===== src/rtl/dma_pack_pkg.sv =====
package dma_pack_pkg;

    typedef enum logic [1:0] {
        DW_8  = 2'b00,
        DW_16 = 2'b01,
        DW_32 = 2'b10
    } dev_width_e;

    typedef enum logic [1:0] {
        ST_FILL  = 2'b00,
        ST_EMIT  = 2'b01,
        ST_SPLIT = 2'b10
    } pk_state_e;

endpackage


===== src/rtl/pack_lanes.sv =====
module pack_lanes
    import dma_pack_pkg::*;
#(
    parameter int WORD_W = 32,
    localparam int BYTES = WORD_W / 8,
    localparam int CNT_W = $clog2(BYTES) + 1
) (
    input  logic [1:0]        width,
    input  logic [CNT_W-1:0]  pos,
    input  logic [WORD_W-1:0] word_q,
    input  logic [WORD_W-1:0] nar_in,
    output logic [WORD_W-1:0] merged,
    output logic [WORD_W-1:0] piece,
    output logic [CNT_W-1:0]  step,
    output logic [BYTES-1:0]  be_mask
);
    localparam logic [CNT_W-1:0] FULL_CNT = CNT_W'(BYTES);

    logic [WORD_W-1:0] nar_mask;
    logic [CNT_W+2:0]  bit_ofs;

    always_comb begin
        unique case (dev_width_e'(width))
            DW_8:    step = CNT_W'(1);
            DW_16:   step = (BYTES >= 2) ? CNT_W'(2) : FULL_CNT;
            default: step = FULL_CNT;
        endcase
    end

    for (genvar b = 0; b < BYTES; b++) begin : g_lane
        assign nar_mask[b*8 +: 8] = (CNT_W'(b) < step) ? 8'hFF : 8'h00;
        assign be_mask[b]         = (CNT_W'(b) < pos);
    end

    assign bit_ofs = {pos, 3'b000};
    assign merged  = word_q | ((nar_in & nar_mask) << bit_ofs);
    assign piece   = (word_q >> bit_ofs) & nar_mask;

endmodule


===== src/rtl/pack_chan.sv =====
module pack_chan
    import dma_pack_pkg::*;
#(
    parameter int WORD_W = 32,
    localparam int BYTES = WORD_W / 8,
    localparam int CNT_W = $clog2(BYTES) + 1
) (
    input  logic              clk,
    input  logic              rst_n,
    input  logic              dir_rd,
    input  logic [1:0]        width,
    input  logic              flush_set,
    output logic              flush_busy,
    input  logic              dev_in_valid,
    input  logic [WORD_W-1:0] dev_in_data,
    output logic              dev_in_ready,
    output logic              dev_out_valid,
    output logic [WORD_W-1:0] dev_out_data,
    input  logic              dev_out_ready,
    output logic              wd_out_valid,
    output logic [WORD_W-1:0] wd_out_data,
    output logic [BYTES-1:0]  wd_out_be,
    input  logic              wd_out_ready,
    input  logic              wd_in_valid,
    input  logic [WORD_W-1:0] wd_in_data,
    output logic              wd_in_ready
);
    localparam logic [CNT_W-1:0] FULL_CNT = CNT_W'(BYTES);

    pk_state_e         st, st_n;
    logic [CNT_W-1:0]  cnt, cnt_n, cnt_sum, step;
    logic [WORD_W-1:0] wreg, wreg_n, merged, piece;
    logic [BYTES-1:0]  be_mask;
    logic              flush_q, flush_done;

    pack_lanes #(.WORD_W(WORD_W)) u_lanes (
        .width   (width),
        .pos     (cnt),
        .word_q  (wreg),
        .nar_in  (dev_in_data),
        .merged  (merged),
        .piece   (piece),
        .step    (step),
        .be_mask (be_mask)
    );

    assign cnt_sum = cnt + step;

    // next-state logic
    always_comb begin
        st_n       = st;
        cnt_n      = cnt;
        wreg_n     = wreg;
        flush_done = 1'b0;
        unique case (st)
            ST_FILL: begin
                if (flush_q) begin
                    if (dir_rd && cnt != '0) begin
                        st_n = ST_EMIT;
                    end else begin
                        flush_done = 1'b1;
                        cnt_n      = '0;
                        wreg_n     = '0;
                    end
                end else if (dir_rd) begin
                    if (dev_in_valid) begin
                        wreg_n = merged;
                        cnt_n  = cnt_sum;
                        if (cnt_sum >= FULL_CNT) st_n = ST_EMIT;
                    end
                end else if (wd_in_valid) begin
                    wreg_n = wd_in_data;
                    cnt_n  = '0;
                    st_n   = ST_SPLIT;
                end
            end
            ST_EMIT: begin
                if (wd_out_ready) begin
                    st_n       = ST_FILL;
                    cnt_n      = '0;
                    wreg_n     = '0;
                    flush_done = flush_q;
                end
            end
            ST_SPLIT: begin
                if (flush_q) begin
                    st_n       = ST_FILL;
                    cnt_n      = '0;
                    wreg_n     = '0;
                    flush_done = 1'b1;
                end else if (dev_out_ready) begin
                    cnt_n = cnt_sum;
                    if (cnt_sum >= FULL_CNT) begin
                        st_n   = ST_FILL;
                        cnt_n  = '0;
                        wreg_n = '0;
                    end
                end
            end
            default: begin
                st_n   = ST_FILL;
                cnt_n  = '0;
                wreg_n = '0;
            end
        endcase
    end

    // state register
    always_ff @(posedge clk) begin
        if (!rst_n) begin
            st      <= ST_FILL;
            cnt     <= '0;
            wreg    <= '0;
            flush_q <= 1'b0;
        end else begin
            st      <= st_n;
            cnt     <= cnt_n;
            wreg    <= wreg_n;
            flush_q <= flush_set | (flush_q & ~flush_done);
        end
    end

    // outputs
    always_comb begin
        dev_in_ready  = (st == ST_FILL) && dir_rd && !flush_q;
        wd_in_ready   = (st == ST_FILL) && !dir_rd && !flush_q;
        dev_out_valid = (st == ST_SPLIT) && !flush_q;
        dev_out_data  = (st == ST_SPLIT) ? piece : '0;
        wd_out_valid  = (st == ST_EMIT);
        wd_out_data   = wreg;
        wd_out_be     = be_mask;
        flush_busy    = flush_q;
    end

    AST_EMPTY_FLUSH_DONE: assert property (@(posedge clk) disable iff (!rst_n)
        flush_busy && st == ST_FILL && (cnt == '0 || !dir_rd) && !flush_set |=> !flush_busy);
    AST_FLUSH_BLOCKS: assert property (@(posedge clk) disable iff (!rst_n)
        flush_busy |-> !dev_in_ready && !dev_out_valid && !wd_in_ready);
    AST_WORD_HELD: assert property (@(posedge clk) disable iff (!rst_n)
        wd_out_valid && !wd_out_ready |=> wd_out_valid && $stable(wd_out_data) && $stable(wd_out_be));
    AST_FULL_ENABLES: assert property (@(posedge clk) disable iff (!rst_n)
        wd_out_valid && !flush_busy |-> wd_out_be == {BYTES{1'b1}});
    AST_LOW_LANES: assert property (@(posedge clk) disable iff (!rst_n)
        wd_out_valid |-> wd_out_be != '0 && ((wd_out_be & (wd_out_be + 1'b1)) == '0));

endmodule


===== src/rtl/dma_pack_unit.sv =====
module dma_pack_unit #(
    parameter int NCH    = 3,
    parameter int WORD_W = 32,
    localparam int BYTES = WORD_W / 8
) (
    input  logic                  clk,
    input  logic                  rst_n,
    input  logic                  flush_wr,
    input  logic [NCH-1:0]        flush_wdata,
    output logic [NCH-1:0]        flush_busy,
    input  logic [NCH-1:0]        ch_dir_rd,
    input  logic [2*NCH-1:0]      ch_width,
    input  logic [NCH-1:0]        dev_in_valid,
    input  logic [WORD_W*NCH-1:0] dev_in_data,
    output logic [NCH-1:0]        dev_in_ready,
    output logic [NCH-1:0]        dev_out_valid,
    output logic [WORD_W*NCH-1:0] dev_out_data,
    input  logic [NCH-1:0]        dev_out_ready,
    output logic [NCH-1:0]        wd_out_valid,
    output logic [WORD_W*NCH-1:0] wd_out_data,
    output logic [BYTES*NCH-1:0]  wd_out_be,
    input  logic [NCH-1:0]        wd_out_ready,
    input  logic [NCH-1:0]        wd_in_valid,
    input  logic [WORD_W*NCH-1:0] wd_in_data,
    output logic [NCH-1:0]        wd_in_ready
);

    for (genvar c = 0; c < NCH; c++) begin : g_ch
        pack_chan #(.WORD_W(WORD_W)) u_chan (
            .clk           (clk),
            .rst_n         (rst_n),
            .dir_rd        (ch_dir_rd[c]),
            .width         (ch_width[2*c +: 2]),
            .flush_set     (flush_wr & flush_wdata[c]),
            .flush_busy    (flush_busy[c]),
            .dev_in_valid  (dev_in_valid[c]),
            .dev_in_data   (dev_in_data[WORD_W*c +: WORD_W]),
            .dev_in_ready  (dev_in_ready[c]),
            .dev_out_valid (dev_out_valid[c]),
            .dev_out_data  (dev_out_data[WORD_W*c +: WORD_W]),
            .dev_out_ready (dev_out_ready[c]),
            .wd_out_valid  (wd_out_valid[c]),
            .wd_out_data   (wd_out_data[WORD_W*c +: WORD_W]),
            .wd_out_be     (wd_out_be[BYTES*c +: BYTES]),
            .wd_out_ready  (wd_out_ready[c]),
            .wd_in_valid   (wd_in_valid[c]),
            .wd_in_data    (wd_in_data[WORD_W*c +: WORD_W]),
            .wd_in_ready   (wd_in_ready[c])
        );
    end

endmodule


===== config.mk =====
export PLATFORM = sky130hd
export DESIGN_NAME = dma_pack_unit
export DESIGN_NICKNAME = d
export VERILOG_FILES = /design/src/rtl/dma_pack_pkg.sv /design/src/rtl/pack_lanes.sv /design/src/rtl/pack_chan.sv /design/src/rtl/dma_pack_unit.sv
export SDC_FILE = /design/constraint.sdc
export NUM_CORES = 1
export LEC_CHECK = 0
export ABC_CLOCK_PERIOD_IN_PS = 8300
export BUFFER_PORTS_ARGS = -buffer_cell sky130_fd_sc_hd__buf_2
export CORE_AREA = 2 2 171 173
export CTS_BUF_LIST = sky130_fd_sc_hd__clkbuf_8
export CTS_CLUSTER_SIZE = 25
export DETAILED_ROUTE_END_ITERATION = 6
export DIE_AREA = 0 0 173 175
export GPL_TIMING_DRIVEN = 0
export PLACE_DENSITY_LB_ADDON = 0.25
export SYNTH_ARGS = -nofsm -noshare
export SYNTH_HDL_FRONTEND = slang
export SYNTH_SLANG_ARGS = --single-unit

===== constraint.sdc =====
create_clock -name clk -period 8.3 [get_ports clk]
set_input_delay 0.415 -clock clk [delete_from_list [all_inputs] [get_ports clk]]
set_output_delay 0.415 -clock clk [all_outputs]
set_load 0.05 [all_outputs]

Word level (Yosys, flattened, before mapping)
Index checks and enable logic that the tools add are counted.
{"block": "word_totals", "reg_bits": 114, "inputBits": 219, "output_inout_bits": 219}
{"block": "op_classes", "addsub": 3, "order_cmp": 27, "n_eq_ne": 33, "shifts": 6, "mux": 126, "bitwise": 21, "reduce_logical": 42}
{"op": "$mux 32", "n": 30}
{"op": "$pmux 32 s3", "n": 3}
{"op": "$and 32x32->32", "n": 6}
{"op": "$mux 8", "n": 12}
{"op": "$or 32x32->32", "n": 3}
{"op": "$shl 32x6->32", "n": 3}
{"op": "$shr 32x6->32", "n": 3}
{"op": "$mux 3", "n": 27}
{"op": "$mux 2", "n": 30}
{"op": "$lt 1x3->1 const A", "n": 12}
{"op": "$lt 2x3->1 const A", "n": 12}
{"op": "$pmux 3 s3", "n": 3}
{"op": "$ne 4x3->1 const B", "n": 6}
{"op": "$reduce_and 7->1", "n": 3}
{"op": "$logic_and 1x1->1", "n": 18}
{"op": "$ne 3x3->1 const B", "n": 6}
{"op": "$pmux 2 s3", "n": 3}
{"op": "$pmux 3 s2", "n": 3}
{"op": "$reduce_and 6->1", "n": 3}
{"op": "$reduce_and 5->1", "n": 3}
{"op": "$eq 2x1->1 const B", "n": 6}
{"op": "$logic_not 2->1", "n": 6}
{"op": "$mux 1", "n": 12}
{"op": "$ne 4x2->1 const B", "n": 3}
{"op": "other kinds (12)", "n": 42}

Longest topological paths before layout
{"block": "logic_depth", "word_depth": 11, "depth_mapped": 11, "depth_no_buf": 8}

Cells and area by module
Synthesis repeated with hierarchy kept, for this count alone.
{"block": "unflattened", "hier_cells": 1378, "hier_area_um2": 11198.2}
{"mod": "pack_chan", "instances": 3, "cells_each": 266, "area_per_inst_um2": 2303.5, "seq_area_each_um2": 760.7}
{"mod": "pack_lanes at g_ch[0].u_chan.u_lanes ...", "instances": 2, "cells_each": 184, "area_per_inst_um2": 1370.1, "seq_area_each_um2": 0.0}
{"mod": "pack_lanes at g_ch[2].u_chan.u_lanes", "instances": 1, "cells_each": 209, "area_per_inst_um2": 1529.0, "seq_area_each_um2": 0.0}
{"mod": "dma_pack_unit", "instances": 1, "cells_each": 3, "area_per_inst_um2": 18.8, "seq_area_each_um2": 0.0}

Worst setup path before layout
OpenSTA, ideal clock, no wires.
{"block": "synth_path", "kind": "reg2out", "startpoint": "reg g_ch[1].u_chan.cnt[2]", "endpoint": "out dev_out_data[56]", "arrival_time_ns": 3.159, "required_time_ns": 7.885, "slack_ns": 4.726, "stages_incl_launch_ff": 6, "path_buffers": 2, "path_cell_list": "dfxtp_1 buf_1 nor3_1 inv_2 clkbuf_1 nor4_1"}
{"block": "synth_between", "elab_chain_cells": 3}
{"element": "from (decl)", "line_no": "pack_chan.sv:31", "rtl": "logic [CNT_W-1:0] cnt, cnt_n, cnt_sum, step;"}
{"element": "from (signal assigned)", "line_no": "pack_chan.sv:117", "rtl": "cnt <= cnt_n;"}
{"element": "$shr 32x6->32", "line_no": "pack_lanes.sv:37", "rtl": "assign piece = (word_q >> bit_ofs) & nar_mask;"}
{"element": "$and 32x32->32", "line_no": "pack_lanes.sv:37"}
{"element": "$mux 32", "line_no": "pack_chan.sv:128", "rtl": "dev_out_data = (st == ST_SPLIT) ? piece : '0;"}
{"element": "to (decl)", "line_no": "dma_pack_unit.sv:17", "rtl": "output logic [WORD_W*NCH-1:0] dev_out_data,"}
No other way between the ends.

Worst setup path in the final report
{"block": "layout_path", "startpoint": "reg g_ch[2].u_chan.cnt[1]", "endpoint": "out dev_out_data[70]"}
{"block": "layout_between", "elab_chain_cells": 3}
{"element": "from (decl)", "line_no": "pack_chan.sv:31"}
{"element": "from (signal assigned)", "line_no": "pack_chan.sv:117"}
{"element": "$shr 32x6->32", "line_no": "pack_lanes.sv:37"}
{"element": "$and 32x32->32", "line_no": "pack_lanes.sv:37"}
{"element": "$mux 32", "line_no": "pack_chan.sv:128"}
No other way between the ends.

==> summary.md <==
| Metric | Value |
|---|---|
| Hold depth | `3` |
| WP data required | `7890 ps` |
| Critical path arrival | `3400 ps` |
| Slew Viols, Final | `0` |
| CP Capture Type | `output pin` |
| CTS buffer count | `17` |
| Yosys top cell area share | `0.229` |
| Die area | `30,300 µm²` |
| Placed Instance Area | `12,600 µm²` |
| Post-route cell area | `13,000 µm²` |
| Synth warn | `0` |
| Post-cts resize count | `0` |
| RSZ-0062 raised after global routing | `no` |
| Top FF cell, synth | `dfxtp_1` |
| Pre-Repair DR Iteration Count | `7` |
| Grt total ovfl | `0` |
| Layout cells sized above 1 | `0.307` |
| Failing checks | `design-rule violations` |
| Tcrit/Tclk final | `0.459` |
| Status | `complete, but fails checks` |
| Number of flops mapped to enable cells by yosys | `0` |
| Number of global-route vias before repair | `12,321` |
| Worst R2R Start | `g_ch[2].u_chan.cnt[0]$_SDFFE_PN0P_` |
| Drt wl/cell | `23.9 µm` |
| Die X | `173 µm` |
| Synth Instances | `1,300` |
| IO buf count | `434` |
| CP Launch Point | `g_ch[2].u_chan.cnt[1]$_SDFFE_PN0P_` |
| Slew @ Worst Pin | `1410 ps` |
| Clock Tree Root | `clkbuf_8` |
| Final wirelength | `51.4 mm` |
| Syn_nets | `1,528` |
| First-pass GRT wire length | `74.9 mm` |
| Post-CTS Repair Setup Buffers | `0` |
| Io pins | `438` |
| Yosys reg bits | `114` |
| Clock buffer depth | `2` |
| R2R Setup Slk | `5350 ps` |
| Die Y | `175 µm` |
| Max Cap Viol | `0` |
| Fillers | `2,996` |
| Core region area | `28,400 µm²` |
| Worst reg-to-reg path cell count | `7` |
| Startpoint types | `flip-flop` |
| Largest net degree at the start of global routing | `17` |
| Synth area leaders | `dfxtp_1, mux2i_1, a211oi_1` |
| Drt initial violations | `1,392` |
| CTS Hold Bufs | `0` |
| Fin crit period | `3810 ps` |
| End point of the worst hold path | `g_ch[2].u_chan.flush_busy$_SDFF_PN0_` |
| Final TNS setup | `0 ps` |
| # DRC | `1` |
| Beginning of the worst hold path | `flush_wdata[2]` |
| Row Count | `62` |
| Synth cell count leaders | `nor2_1, dfxtp_1, nand2_1` |
| DR vias | `12,881` |
| Min-Delay Path Class | `primary input to flip-flop` |
| Yosys cell types | `77` |
| Final Hold Fails | `0` |
| Max-slew headroom | `0.0496` |
| Fmax | `262 MHz` |
| Initial antenna violation count | `4` |
| Clock sink count | `114` |
| Starting Density | `0.350` |
| Via density | `5.98` |
| Gpl congestion | `1.06` |
| Synthesized cell area | `9950 µm²` |
| RR Endpoint | `g_ch[2].u_chan.wd_out_data[29]$_SDFFE_PN0P_` |
| Post-synthesis sequential area ratio | `0.229` |
| Clock-pin slew on the worst setup and hold paths | `80 ps` |
| Final Skew | `21.7 ps` |
| Total GRT Usage | `0.322` |
| Setup CP Type | `flip-flop to output pin` |
| DRT antenna net count | `0` |
| Avg Inst Size Synth | `7.65 µm²` |
| Clock insertion delay at the later pin of the skew report | `450 ps` |
| Most frequent cell after synthesis | `nor2_1` |
| Ys async rst share | `0` |
| Crit path max fanout | `10` |
| PD cells | `226 nW/µm²` |
| P_leak | `0.00584 µW` |
| DP HPWL | `41.0 mm` |
| Final setup fails | `0` |
| Peak supply drop | `0.000109 V` |
| Final net count | `1,981` |
| CTS tree | `yes` |
| CTS H-tree lvls | `4` |
| Area leader, netlist | `dfxtp_1` |
| Layout area overhead | `30.8%` |
[routing by layer]
| metal | up-vias | GRT usage | routed length [µm] |
|---|---|---|---|
| li1 | 5785 | - | - |
| met1 | 6093 | 0.410 | 21000 |
| met2 | 871 | 0.516 | 23500 |
| met3 | 130 | 0.0781 | 4920 |
| met4 | 2 | 0.142 | 1980 |
| met5 | - | 0 | 13 |
[critical path: stages (launching register included)]
cell,delay (ps)
dfxtp_1,340
buf_2,220
buf_1,390
buf_2,380
clkbuf_1,460
a211oi_1,150
a211oi_1,640
buf_2,390
[flip-flops by register name (all words and copies together) (netlist names)]
register,count
g_ch.u_chan.st,6
g_ch.u_chan.flush_busy,3
g_ch.u_chan.wd_out_data,96
g_ch.u_chan.cnt,9
[stage by stage]
| step | utilization | setup slack (ps) | power (µW) | instances | hold slack, ps |
|---|---|---|---|---|---|
| floorplan | - | 4730 | 1860 | 1300 | 551 |
| global placement | 0.444 | 4560 | 2340 | 2118 | 488 |
| detailed placement | 0.444 | 4530 | 2350 | 2118 | 495 |
| CTS | 0.458 | 4510 | 2910 | 2150 | 198 |
| global route | 0.458 | 4300 | 3070 | 2153 | 220 |
| finish | 0.458 | 4490 | 2940 | 2153 | 225 |
[cell families after synthesis]
family,synth area share
simple gates,0.242
xor+xnor,0.00893
buf+inv,0.0836
flops,0.229
compound gates,0.344
fa+ha+maj,0.0136
mux,0.0786
[how the worst max path moves through the flow]
stage	slack [ps]	cells after the start	end
4_1_cts	4510	7	dev_out_data[70]
3_3_place_gp	4560	12	g_ch[0].u_chan.wd_out_data[30]$_SDFFE_PN0P_
2_1_floorplan	4730	5	dev_out_data[56]
3_5_place_dp	4530	12	g_ch[0].u_chan.wd_out_data[30]$_SDFFE_PN0P_
5_1_grt	4300	7	dev_out_data[70]
6_report	4490	7	dev_out_data[70]
[cell usage in the layout (no fill, tap or decap), drive strengths merged, types with 54 or more instances in the layout]
cell type	instances
nand2b	60
buf	501
nor2	144
nand2	88
a211oi	76
clkbuf	96
o21ai	54
dfxtp	114
a21oi	60
mux2i	77
[layout make-up]
cell class                 count  area (µm²)  area share
sequential                   114        2280       0.175
tap                          384         480      0.0369
antenna                        3        7.51    0.000577
clock buffer                  18         248      0.0190
timing repair buffer         434        2170       0.167
inverter                      44         165      0.0127
multi-input combinational    997        6840       0.526
clock inverter                14         154      0.0118
buffer                       145         667      0.0512
[power by group]
group	switching (µW)	internal, µW
Sequential	168	645
Combinational	1090	479
Clock	287	279
Total	1540	1400
(Power assumes the default switching activity.)
